## src/rtl/epint_pkg.sv

```systemverilog
package epint_pkg;
    localparam int EP_CNT = 7;

    typedef struct packed {
        logic [EP_CNT-1:0] status;
        logic [EP_CNT-1:0] stall;
        logic              ctrt;
    } epint_state_t;
endpackage

```

## src/rtl/epint_ep0_evt.sv

```systemverilog
// Endpoint 0 event qualification: chooses oversize or buffer events by mode.
module epint_ep0_evt (
    input  logic clk,
    input  logic rst_n,
    input  logic rd_mode,
    input  logic oversize,
    input  logic buf_valid,
    input  logic buf_clr,
    input  logic tx_pending,
    input  logic serr_en,
    output logic set_o,
    output logic stall_o,
    output logic ctrt_o
);
    logic valid_d, valid_q;
    logic valid_fell;

    always_comb begin
        valid_d    = buf_valid;
        valid_fell = valid_q & ~buf_valid;
        if (rd_mode) begin
            set_o   = valid_fell | (buf_clr & tx_pending);
            stall_o = 1'b0;
        end else begin
            set_o   = oversize;
            stall_o = oversize;
        end
        ctrt_o = stall_o & serr_en;
    end

    always_ff @(posedge clk or negedge rst_n) begin
        if (!rst_n) valid_q <= 1'b0;
        else        valid_q <= valid_d;
    end

    // in read mode the oversize path never reaches STALL
    p_rd_no_stall_r8: assert property (@(posedge clk) disable iff (!rst_n)
        rd_mode |-> !stall_o);
endmodule

```

## src/rtl/epint_epn_evt.sv

```systemverilog
// Endpoint 1..N event qualification: direction and transfer type filter.
module epint_epn_evt (
    input  logic dir_in,
    input  logic iso,
    input  logic oversize,
    input  logic empty,
    output logic set_o,
    output logic stall_o
);
    logic out_ovs;

    always_comb begin
        out_ovs = ~dir_in & oversize & ~iso;
        set_o   = dir_in ? empty : out_ovs;
        stall_o = out_ovs;
    end
endmodule

```

## src/rtl/epint_status.sv

```systemverilog
module epint_status
    import epint_pkg::*;
#(
    parameter int REG_W = 16
) (
    input  logic                 clk,
    input  logic                 rst_n,
    input  logic                 sw_rst,
    input  logic                 ep0_rd_mode,
    input  logic                 ep0_oversize,
    input  logic                 ep0_buf_valid,
    input  logic                 ep0_buf_clr,
    input  logic                 ep0_tx_pending,
    input  logic                 serr_en,
    input  logic [EP_CNT-2:0]    epn_dir_in,
    input  logic [EP_CNT-2:0]    epn_iso,
    input  logic [EP_CNT-2:0]    epn_oversize,
    input  logic [EP_CNT-2:0]    epn_empty,
    input  logic                 cpu_wr,
    input  logic [EP_CNT-1:0]    cpu_wdata,
    input  logic [EP_CNT-1:0]    irq_en,
    output logic [REG_W-1:0]     status_rdata,
    output logic [EP_CNT-1:0]    stall_force,
    output logic                 ctrl_err_set,
    output logic                 irq
);
    localparam int NUM_EPN = EP_CNT - 1;
    localparam int RSVD_W  = REG_W - EP_CNT;

    logic [EP_CNT-1:0] set_vec;
    logic [EP_CNT-1:0] stall_vec;
    logic              ctrt_evt;
    epint_state_t      st_d, st_q;

    epint_ep0_evt u_ep0 (
        .clk        (clk),
        .rst_n      (rst_n),
        .rd_mode    (ep0_rd_mode),
        .oversize   (ep0_oversize),
        .buf_valid  (ep0_buf_valid),
        .buf_clr    (ep0_buf_clr),
        .tx_pending (ep0_tx_pending),
        .serr_en    (serr_en),
        .set_o      (set_vec[0]),
        .stall_o    (stall_vec[0]),
        .ctrt_o     (ctrt_evt)
    );

    for (genvar k = 1; k <= NUM_EPN; k++) begin : g_epn
        epint_epn_evt u_epn (
            .dir_in   (epn_dir_in[k-1]),
            .iso      (epn_iso[k-1]),
            .oversize (epn_oversize[k-1]),
            .empty    (epn_empty[k-1]),
            .set_o    (set_vec[k]),
            .stall_o  (stall_vec[k])
        );

        // isochronous OUT endpoints never force STALL
        p_iso_no_stall_r10: assert property (@(posedge clk) disable iff (!rst_n)
            (!epn_dir_in[k-1] && epn_iso[k-1]) |=> !stall_force[k]);
    end

    always_comb begin
        st_d = st_q;
        if (sw_rst) begin
            st_d = '0;
        end else begin
            if (cpu_wr) st_d.status = st_q.status & cpu_wdata;
            st_d.status = st_d.status | set_vec;
            st_d.stall  = stall_vec;
            st_d.ctrt   = ctrt_evt;
        end
    end

    always_ff @(posedge clk or negedge rst_n) begin
        if (!rst_n) st_q <= '0;
        else        st_q <= st_d;
    end

    assign status_rdata = {{RSVD_W{1'b0}}, st_q.status};
    assign stall_force  = st_q.stall;
    assign ctrl_err_set = st_q.ctrt;
    assign irq          = |(st_q.status & irq_en);

    p_rsvd_zero_r1: assert property (@(posedge clk) disable iff (!rst_n)
        status_rdata[REG_W-1:EP_CNT] == '0);

    p_sw_clear_r2: assert property (@(posedge clk) disable iff (!rst_n)
        sw_rst |=> (status_rdata == '0 && stall_force == '0 && !ctrl_err_set));

    p_wr_clear_r4: assert property (@(posedge clk) disable iff (!rst_n)
        (cpu_wr && !sw_rst && set_vec == '0) |=>
            st_q.status == ($past(st_q.status) & $past(cpu_wdata)));

    p_set_wins_r5: assert property (@(posedge clk) disable iff (!rst_n)
        !sw_rst |=> ($past(set_vec) & ~st_q.status) == '0);

    p_ep0_ovs_r6: assert property (@(posedge clk) disable iff (!rst_n)
        (!sw_rst && !ep0_rd_mode && ep0_oversize) |=> (stall_force[0] && st_q.status[0]));

    p_ctrt_with_stall_r7: assert property (@(posedge clk) disable iff (!rst_n)
        ctrl_err_set |-> stall_force[0]);

    p_stall_has_bit_r9: assert property (@(posedge clk) disable iff (!rst_n)
        (stall_force & ~st_q.status) == '0);

    p_no_self_clear_r13: assert property (@(posedge clk) disable iff (!rst_n)
        (!cpu_wr && !sw_rst) |=> (~st_q.status & $past(st_q.status)) == '0);
endmodule

```

## config.mk

```make
export PLATFORM = sky130hd
export DESIGN_NAME = epint_status
export DESIGN_NICKNAME = d
export VERILOG_FILES = /design/src/rtl/epint_pkg.sv /design/src/rtl/epint_ep0_evt.sv /design/src/rtl/epint_epn_evt.sv /design/src/rtl/epint_status.sv
export SDC_FILE = /design/constraint.sdc
export NUM_CORES = 1
export LEC_CHECK = 0
export BUFFER_PORTS_ARGS = -buffer_cell sky130_fd_sc_hd__buf_2
export CORE_UTILIZATION = 38
export DETAILED_ROUTE_END_ITERATION = 12
export PLACE_DENSITY = 0.8
export SYNTH_ARGS = -nofsm -noshare
export SYNTH_HDL_FRONTEND = slang
export SYNTH_SLANG_ARGS = --single-unit
```

## constraint.sdc

```tcl
create_clock -name clk -period 2.3 [get_ports clk]
set_input_delay 0.345 -clock clk [delete_from_list [all_inputs] [get_ports clk]]
set_output_delay 0.345 -clock clk [all_outputs]
set_load 0.05 [all_outputs]
```

==> out/metrics.yaml, run 1 <==
power_frac_clock_pct: 20.6
synth_area_um2: 769
layout_common_cells: "buf_2, dfrtp_1, o21ai_0"
vias: 751
r2r-start: "u_ep0.valid_q$_DFF_PN0_"
synth_compound_area_share_pct: 18.4
pwr-share-comb_pct: 32.5
slowest_stage: "dfrtp_1"
portBuffers: 63
vias_per_cell: 4.85
die_h_um: 47
rr_worst_depth: 2
dr.pass1.iters: 4
cpPeakStageDelay_ns: 0.41
multi_input_area_um2: 304
synth_fa_ha_area_share_pct: 0
drv_cap: 0
crit_family: "flip-flops"
rsz0062_at_grt: "false"
post-route-drc-count: 0
dpl.hpwl_um: 1550
ff_latch_area_um2: 400
start_kind: "register"
htree_levels: 1
gp_congestion: 0.660
fin_tns_setup_ns: 0
num_rows: 15
grt_pass1_wl_um: 2500
numCtsBuffers: 3
regToRegEndpoint: "status_rdata[0]$_DFF_PN0_"
grt-ovfl-total: 0
place_area_um2: 1070
r2r_setup_slack_ns: 1.57
die_w_um: 47
synth_seq_area_share_pct: 52.0
m1WireLength_um: 769
critPathMaxFanout: 3
drv_slew: 0
design_power_total_mw: 0.656
synthMuxAreaShare_pct: 0
intPower_mw: 0.420
synthXorXnorAreaFrac_pct: 0
clock_sinks: 16
skew_ns: 0.000150
die-area_um2: 2210
clk_latency_ns: 0.26
worstHoldStart: "ep0_buf_valid"
grt_pass1_vias: 587
synthSimpleGateAreaFrac_pct: 16.7
clk_pin_slew_ns: 0.08
timing.hold.worst_path_depth: 1
yosys_warnings: 0
cts_tree: "done"
fin_crit_ns: 1.68
power_leakage_nw: 0.604
switching_share_pct: 36.0
layout-drive-gt1-share_pct: 54.6
ir_worst_vdd_uv: 317
drt_iter0_markers: 6
core_um2: 1820
cp-end-kind: "output port"
diodes: 0
cts_setup_buffers: 0
p_sw_mw: 0.236
num-nets-final: 180
initial_core_util_pct: 42.3
setup.worst_path.start: "status_rdata[5]$_DFF_PN0_"
crit_chain: "a222oi_1 -> nand3_1 -> buf_2"
fill_cells: 152
wl_per_cell_um: 12.5
synthTopCellsByArea: "dfrtp_1, buf_4, o21ai_0"
yosysTopAreaCell: "dfrtp_1"
track_usage_pct: 16.5
min_path_type: "in -> reg"
fin_ws_ns: 0.620
status: "completed"
synth_top_area_share_pct: 52.0
synth.distinct_cells: 19
ioPinCount: 73
timing.fmax_mhz: 595
synth_top_family_by_area: "compound AO/OA/AOI/OAI gates"
power_density_nw_per_um2: 597
routed_wl_um: 1930
required_ns: 1.96
ctsRootBufferMaster: "clkbuf_4"
syn_inst: 65
drtAntennaViolNets: 0
fin_area_um2: 1100
crit_arrival_ns: 1.33
final_common_cell: "buf_2"
crit_type: "reg -> out"
antenna_found_initial: 0
hold_end: "u_ep0.valid_q$_DFF_PN0_"
setup_viol: 0
clockBufferDepth: 2
crit_buf_inv: 1
hold_viol_final: 0
hold_ws_ns: 0.197
pre_cts_ws_ns: 0.845
grt_max_degree: 17
route.met2.wl_um: 916
dr_wl_met3_um: 204
syn_to_final_growth_pct: 42.9
top_layer: "met4"
fin_crit_sh_pct: 73.0
seqPwrFrac_pct: 46.9
avgSynthCellArea_um2: 11.8
synth-seq-cells: 16
==> cells by family (layout without fill, tap and decap cells) <==
logic type             after synthesis  after routing
AOI/OAI and AO/OA                   24             24
buffers and inverters               13             70
other                                1              9
DFF                                 16             16
and+or+nand+nor                     11             11
==> registers in the layout (all words and copies together) (netlist names) <==
register       count
u_ep0.valid_q      1
stall_force        7
status_rdata       7
ctrl_err_set       1
==> per-stage QoR <==
| stage | instances | util [%] |
|---|---|---|
| floorplan | 73 | - |
| global placement | 151 | 58.6 |
| detailed placement | 151 | 58.6 |
| CTS | 155 | 60.4 |
| global route | 155 | 60.4 |
| finish | 155 | 60.4 |
==> power by group through the flow <==
stage | logic (mW) | clock network (mW) | registers (mW)
finish | 0.213 | 0.135 | 0.308
global route | 0.227 | 0.154 | 0.310
CTS | 0.214 | 0.142 | 0.308
detailed placement | 0.212 | 0 | 0.313
global placement | 0.211 | 0 | 0.312
floorplan | 0.0923 | 0 | 0.369
==> cell type report <==
| class | count | area share, % |
|---|---|---|
| sequential | 16 | 36.4 |
| timing repair buffer | 64 | 29.6 |
| multi-input combinational | 44 | 27.6 |
| tap | 25 | 2.84 |
| clock buffer | 3 | 2.05 |
| inverter | 3 | 1.48 |
==> what timing repair did <==
action,CTS,global route
hold buffers,1,0
hold endpoints to repair,16,0
gates resized for setup,0,0
endpoints found under the setup margin,0,0
==> Yosys cell counts <==
cell and n:
inv_1 2, a222oi_1 1, conb_1 1, buf_6 1
o21ai_0 10, dfrtp_1 16, inv_6 1, nor4b_4 2
a31oi_1 7, nor3b_4 1, nor4b_1 3, and2_1 1
nand2_1 1, buf_4 9, nand3_1 1, a22oi_1 3
nand2b_1 1, o21ai_1 3, nor4b_2 1
==> metal layers <==
layer	up-vias	GRT usage [%]
met5	-	0
met4	0	8.57
met3	4	2.69
met2	60	28.1
met1	329	20.0
li1	358	-
==> worst max-delay path by stage <==
stage	depth (start not counted)	slack, ns	endpoint
after floorplan	2	0.60	irq
after global placement	4	0.89	irq
after detailed placement	4	0.85	irq
after CTS	3	0.61	irq
after global routing	3	0.53	irq
final	3	0.62	irq
(Power assumes the default switching activity.)
==> inputs of run 2 (changes only) <==
--- a/config.mk
+++ b/config.mk
@@ -6,9 +6,9 @@
 export NUM_CORES = 1
 export LEC_CHECK = 0
 export BUFFER_PORTS_ARGS = -buffer_cell sky130_fd_sc_hd__buf_2
-export CORE_UTILIZATION = 38
+export CORE_UTILIZATION = 32
 export DETAILED_ROUTE_END_ITERATION = 12
-export PLACE_DENSITY = 0.8
+export PLACE_DENSITY = 0.72
 export SYNTH_ARGS = -nofsm -noshare
 export SYNTH_HDL_FRONTEND = slang
 export SYNTH_SLANG_ARGS = --single-unit
==> constraint.sdc (replaced) <==
create_clock -name clk -period 1.4 [get_ports clk]
set_input_delay 0.21 -clock clk [delete_from_list [all_inputs] [get_ports clk]]
set_output_delay 0.21 -clock clk [all_outputs]
set_load 0.05 [all_outputs]
==> run 2 against run 1 <==
Against the previous run:
- the run now ends with setup timing left
- register-to-register slack lost 1.0 ns
- core utilization fell by 9.4 points
- sequential power up 65%
- critical path depth is the same
- critical endpoint unchanged
==> out/metrics.yaml, run 2 (synthesis gave the netlist of run 1 again) <==
skew_ns: 0.000149  # was 0.000150 ns
grt_pass1_vias: 793  # was 587
hold_viol_final: 0  # unchanged
timing.hold.worst_path_depth: 1  # unchanged
layout-drive-gt1-share_pct: 58.3  # was 54.6%
die_h_um: 51.0  # was 47 um
final_common_cell: "buf_2"  # unchanged
fin_ws_ns: -0.190  # was 0.620 ns
num-nets-final: 181  # was 180
numCtsBuffers: 3  # unchanged
clock_sinks: 16  # unchanged
hold_end: "u_ep0.valid_q$_DFF_PN0_"  # unchanged
timing.fmax_mhz: 629
start_kind: "register"  # unchanged
vias_per_cell: 4.83  # was 4.85
die-area_um2: 2600  # was 2210 um^2
rr_worst_depth: 3  # was 2
r2r-start: "status_rdata[3]$_DFF_PN0_"  # was u_ep0.valid_q$_DFF_PN0_
num_rows: 17  # was 15
drv_slew: 0  # unchanged
fin_crit_ns: 1.59
crit_arrival_ns: 1.38  # was 1.33 ns
setup.worst_path.start: "status_rdata[3]$_DFF_PN0_"  # was status_rdata[5]$_DFF_PN0_
wl_per_cell_um: 13.4  # was 12.5 um
fin_util_pct: 51.0  # was 60.4%
worstHoldStart: "ep0_buf_valid"  # unchanged
initial_core_util_pct: 34.5  # was 42.3%
cts_tree: "done"  # unchanged
power_density_nw_per_um2: 1030  # was 597 nW/um^2
crit_type: "reg -> out"  # unchanged
setup_viol: 1  # was 0
ctsRootBufferMaster: "clkbuf_4"  # unchanged
clk_pin_slew_ns: 0.09  # was 0.08 ns
dpl.hpwl_um: 1660  # was 1550 um
design_power_total_mw: 1.18  # was 0.656 mW
antenna_found_initial: 0  # unchanged
cp-end-kind: "output port"  # unchanged
ir_worst_vdd_uv: 456  # was 317 uV
drt_iter0_markers: 15  # was 6
core_um2: 2230  # was 1820 um^2
vias: 773  # was 751
syn_to_final_growth_pct: 48.1  # was 42.9%
track_usage_pct: 18.2  # was 16.5%
drtAntennaViolNets: 0  # unchanged
critPathMaxFanout: 2  # was 3
violations: "setup timing"
drv_cap: 0  # unchanged
power_leakage_nw: 0.617  # was 0.604 nW
rsz0062_at_grt: "true"  # was false
regToRegEndpoint: "status_rdata[3]$_DFF_PN0_"  # was status_rdata[0]$_DFF_PN0_
diodes: 0  # unchanged
clk_latency_ns: 0.28  # was 0.26 ns
status: "finished, violations left"  # was completed
die_w_um: 51.0  # was 47 um
htree_levels: 1  # unchanged
dr.pass1.iters: 4  # unchanged
portBuffers: 63  # unchanged
grt_pass1_wl_um: 3370  # was 2500 um
gp_congestion: 0.702  # was 0.660
grt_max_degree: 17  # unchanged
hold_ws_ns: 0.0409  # was 0.197 ns
routed_wl_um: 2140  # was 1930 um
place_area_um2: 1080  # was 1070 um^2
required_ns: 1.19  # was 1.96 ns
layout_common_cells: "buf_2, dfrtp_1, o21ai_0"  # unchanged
clockBufferDepth: 2  # unchanged
min_path_type: "in -> reg"  # unchanged
r2r_setup_slack_ns: 0.54  # was 1.57 ns
post-route-drc-count: 0  # unchanged
grt-ovfl-total: 0  # unchanged
ioPinCount: 73  # unchanged
fin_area_um2: 1140  # was 1100 um^2
fin_crit_sh_pct: 114
run 2: metal layers:
layer	part of all wire, %	track usage [%]	wire (um)
met1	38	20.3	820
met2	50	32.5	1060
met3	11	2.98	235
met4	0.89	9.72	19
met5	0	0	0
run 2: final cells by class:
cell class | instances | area [um^2]
clock buffers | 4 | 36.3
fillers | 222 | 1090
inverters | 3 | 16.3
multi-input cells | 44 | 309
flip-flops and latches | 16 | 404
well taps | 28 | 35.0
repair buffers | 65 | 339
run 2: metrics by stage:
step	setup TNS [ns]	setup slack, ns	instances
floorplan	0	0.00340	73
global placement	0	0.146	154
detailed placement	0	0.124	154
CTS	-0.169	-0.169	160
global route	-0.251	-0.251	160
finish	-0.190	-0.190	160
run 2: worst max path at each step:
stage,cells after the start,end,slack (ns)
after floorplan,2,irq,0.003
after global placement,3,irq,0.15
after detailed placement,3,irq,0.12
after CTS,3,irq,-0.17
after global routing,3,irq,-0.25
final,3,irq,-0.19
run 2: power breakdown:
group | leakage, nW | internal (mW) | switching, mW
sequential | 0.207 | 0.490 | 0.0163
clock | 0.0210 | 0.158 | 0.145
combinational | 0.389 | 0.113 | 0.256
total | 0.617 | 0.761 | 0.417
run 2: critical path, stage by stage, from the launching register on:
cell and delay, ns:
dfrtp_2 0.42, a222oi_1 0.40, nand3_2 0.12, buf_6 0.16
run 2: what timing repair did:
item / CTS / global route
endpoints found under the setup margin: 1 / 1
pin swaps: 1 / 1
endpoints found under the hold margin: 16 / 0
setup buffers: 1 / 0
hold buffers: 1 / 0
gates resized for setup: 2 / 0
==> inputs of run 3 (changes only) <==
--- a/config.mk
+++ b/config.mk
@@ -5,10 +5,11 @@
 export SDC_FILE = /design/constraint.sdc
 export NUM_CORES = 1
 export LEC_CHECK = 0
-export BUFFER_PORTS_ARGS = -buffer_cell sky130_fd_sc_hd__buf_2
-export CORE_UTILIZATION = 32
+export CORE_UTILIZATION = 45
 export DETAILED_ROUTE_END_ITERATION = 12
-export PLACE_DENSITY = 0.72
+export DONT_BUFFER_PORTS = 1
+export GPL_ROUTABILITY_DRIVEN = 0
+export PLACE_DENSITY = 0.59
 export SYNTH_ARGS = -nofsm -noshare
 export SYNTH_HDL_FRONTEND = slang
 export SYNTH_SLANG_ARGS = --single-unit
==> run 3 against run 2 <==
Against the previous run:
- core utilization rose by 15 points
- the flow finishes with violations (DRC, setup timing)
- setup slack improved by 0.00067 ns
- count of clock-buffer cells in the layout did not move
- cell area fell by 9.3%
- clock power fell by 16%
- largest cell class unchanged
- global-route usage rose by 3.0 points
- maximum frequency barely moved
- routed wire length fell by 9.4%
==> out/metrics.yaml, run 3 (synthesis gave the netlist of run 1 again) <==
clock_sinks: 16  # unchanged
cpPeakStageDelay_ns: 0.41  # was 0.42 ns
setup_viol: 1  # unchanged
grt-ovfl-total: 0  # unchanged
pre_cts_ws_ns: 0.120  # was 0.124 ns
initial_core_util_pct: 49.4  # was 34.5%
fin_area_um2: 1030  # was 1140 um^2
grt_pass1_wl_um: 2800  # was 3370 um
critPathMaxFanout: 2  # unchanged
drtAntennaViolNets: 0  # unchanged
ioPinCount: 73  # unchanged
drt_iter0_markers: 19  # was 15
cts_tree: "done"  # unchanged
wl_per_cell_um: 17.9  # was 13.4 um
clk_pin_slew_ns: 0.09  # about the same
slowest_stage: "dfrtp_2"  # unchanged
crit_buf_inv: 1  # unchanged
crit_chain: "a222oi_1 -> nand3_2 -> buf_12"  # was a222oi_1 -> nand3_2 -> buf_6
die_w_um: 43.4  # was 51.0 um
stdcell_count: 108  # was 160
drv_slew: 0  # unchanged
fin_crit_ns: 1.59  # about the same
place_inst: 87  # was 154
crit_arrival_ns: 1.38  # about the same
diodes: 0  # unchanged
slew_headroom_pct: 52.4
antenna_found_initial: 0  # unchanged
final_common_cell: "dlygate4sd3_1"  # was buf_2
skew_ns: 0.000211  # was 0.000149 ns
num-nets-final: 141  # was 181
violations: "DRC, setup timing"  # was setup timing
required_ns: 1.19  # about the same
htree_levels: 1  # unchanged
routed_wl_um: 1940  # was 2140 um
num_rows: 14  # was 17
status: "finished, violations left"  # unchanged
timing.fmax_mhz: 629  # about the same
hold_viol_final: 0  # unchanged
drv_cap: 0  # unchanged
vias: 606  # was 773
crit_family: "flip-flops"  # unchanged
ir_worst_vdd_uv: 689  # was 456 uV
layout_common_cells: "dlygate4sd3_1, dfrtp_1, o21ai_0"  # was buf_2, dfrtp_1, o21ai_0
clk_latency_ns: 0.28  # about the same
min_path_type: "in -> reg"  # unchanged
crit_type: "reg -> out"  # unchanged
syn_to_final_growth_pct: 34.3  # was 48.1%
power_leakage_nw: 0.463  # was 0.617 nW
grt_max_degree: 17  # unchanged
fin_ws_ns: -0.189  # was -0.190 ns
track_usage_pct: 21.1  # was 18.2%
vias_per_cell: 5.61  # was 4.83
power_density_nw_per_um2: 1080  # was 1030 nW/um^2
start_kind: "register"  # unchanged
die-area_um2: 1880  # was 2600 um^2
place_area_um2: 822  # was 1080 um^2
fill_cells: 126  # was 222
fin_util_pct: 66.3  # was 51.0%
cp-end-kind: "output port"  # unchanged
rsz0062_at_grt: "true"  # unchanged
grt_pass1_vias: 612  # was 793
max_slew.worst_pin.slew_ns: 0.712
fin_crit_sh_pct: 113  # was 114%
clockBufferDepth: 2  # unchanged
ctsRootBufferMaster: "clkbuf_4"  # unchanged
dr.pass1.iters: 8  # was 4
die_h_um: 43.4  # was 51.0 um
numCtsBuffers: 3  # unchanged
core_um2: 1560  # was 2230 um^2
dpl.hpwl_um: 1220  # was 1660 um
layout-drive-gt1-share_pct: 23.9  # was 58.3%
post-route-drc-count: 12  # was 0
portBuffers: 0  # was 63
==> run 3: per-layer routing <==
metal  track usage (%)  vias to the layer above  wire [um]
met3              5.42                        2        180
met2              37.6                       50       1050
met1              24.6                      275        684
li1                  -                      279          -
met4              7.50                        0         18
met5                 0                        -          0
==> run 3: path summary, 6_finish.rpt <==
path	start	end	slack [ns]	cells after the start
max in group asynchronous	rst_n	status_rdata[6]$_DFF_PN0_	0.49	1
max	status_rdata[3]$_DFF_PN0_	irq	-0.19	3
min reg2reg	u_ep0.valid_q$_DFF_PN0_	status_rdata[0]$_DFF_PN0_	0.57	2
max reg2reg	status_rdata[0]$_DFF_PN0_	status_rdata[0]$_DFF_PN0_	0.48	3
min	sw_rst	status_rdata[6]$_DFF_PN0_	0.02	1
min in group asynchronous	rst_n	stall_force[4]$_DFF_PN0_	0.41	1
==> run 3: layout make-up <==
class / instances / area, um^2 / share of cell area (%)
inverters: 3 / 16.3 / 1.57
flip-flops and latches: 16 / 404 / 39.1
multi-input cells: 44 / 322 / 31.1
clock buffers: 4 / 26.3 / 2.54
well taps: 16 / 20.0 / 1.94
repair buffers: 25 / 245 / 23.7
==> run 3: through the flow <==
step	TNS, ns	hold WS (ns)	power [mW]
6_report	-0.189	0.0217	1.11
5_1_grt	-0.273	0.0105	1.16
4_1_cts	-0.204	0.00290	1.10
3_5_place_dp	0	-0.0853	0.806
3_3_place_gp	0	-0.0853	0.803
2_1_floorplan	0	-0.0856	0.762
==> run 3: what timing repair did <==
| item | 4_1_cts | 5_1_grt |
|---|---|---|
| setup endpoints to repair | 1 | 4 |
| hold buffers | 14 | 3 |
| buffers inserted | 0 | 0 |
| pin swaps | 1 | 0 |
| gates cloned | 0 | 0 |
| resized for setup | 0 | 3 |
| endpoints found under the hold margin | 24 | 1 |
==> run 3: power breakdown <==
part           switching, mW  internal, mW  leakage (nW)
Clock                  0.143         0.111        0.0150
Sequential            0.0361         0.490         0.207
Combinational          0.218         0.114         0.241
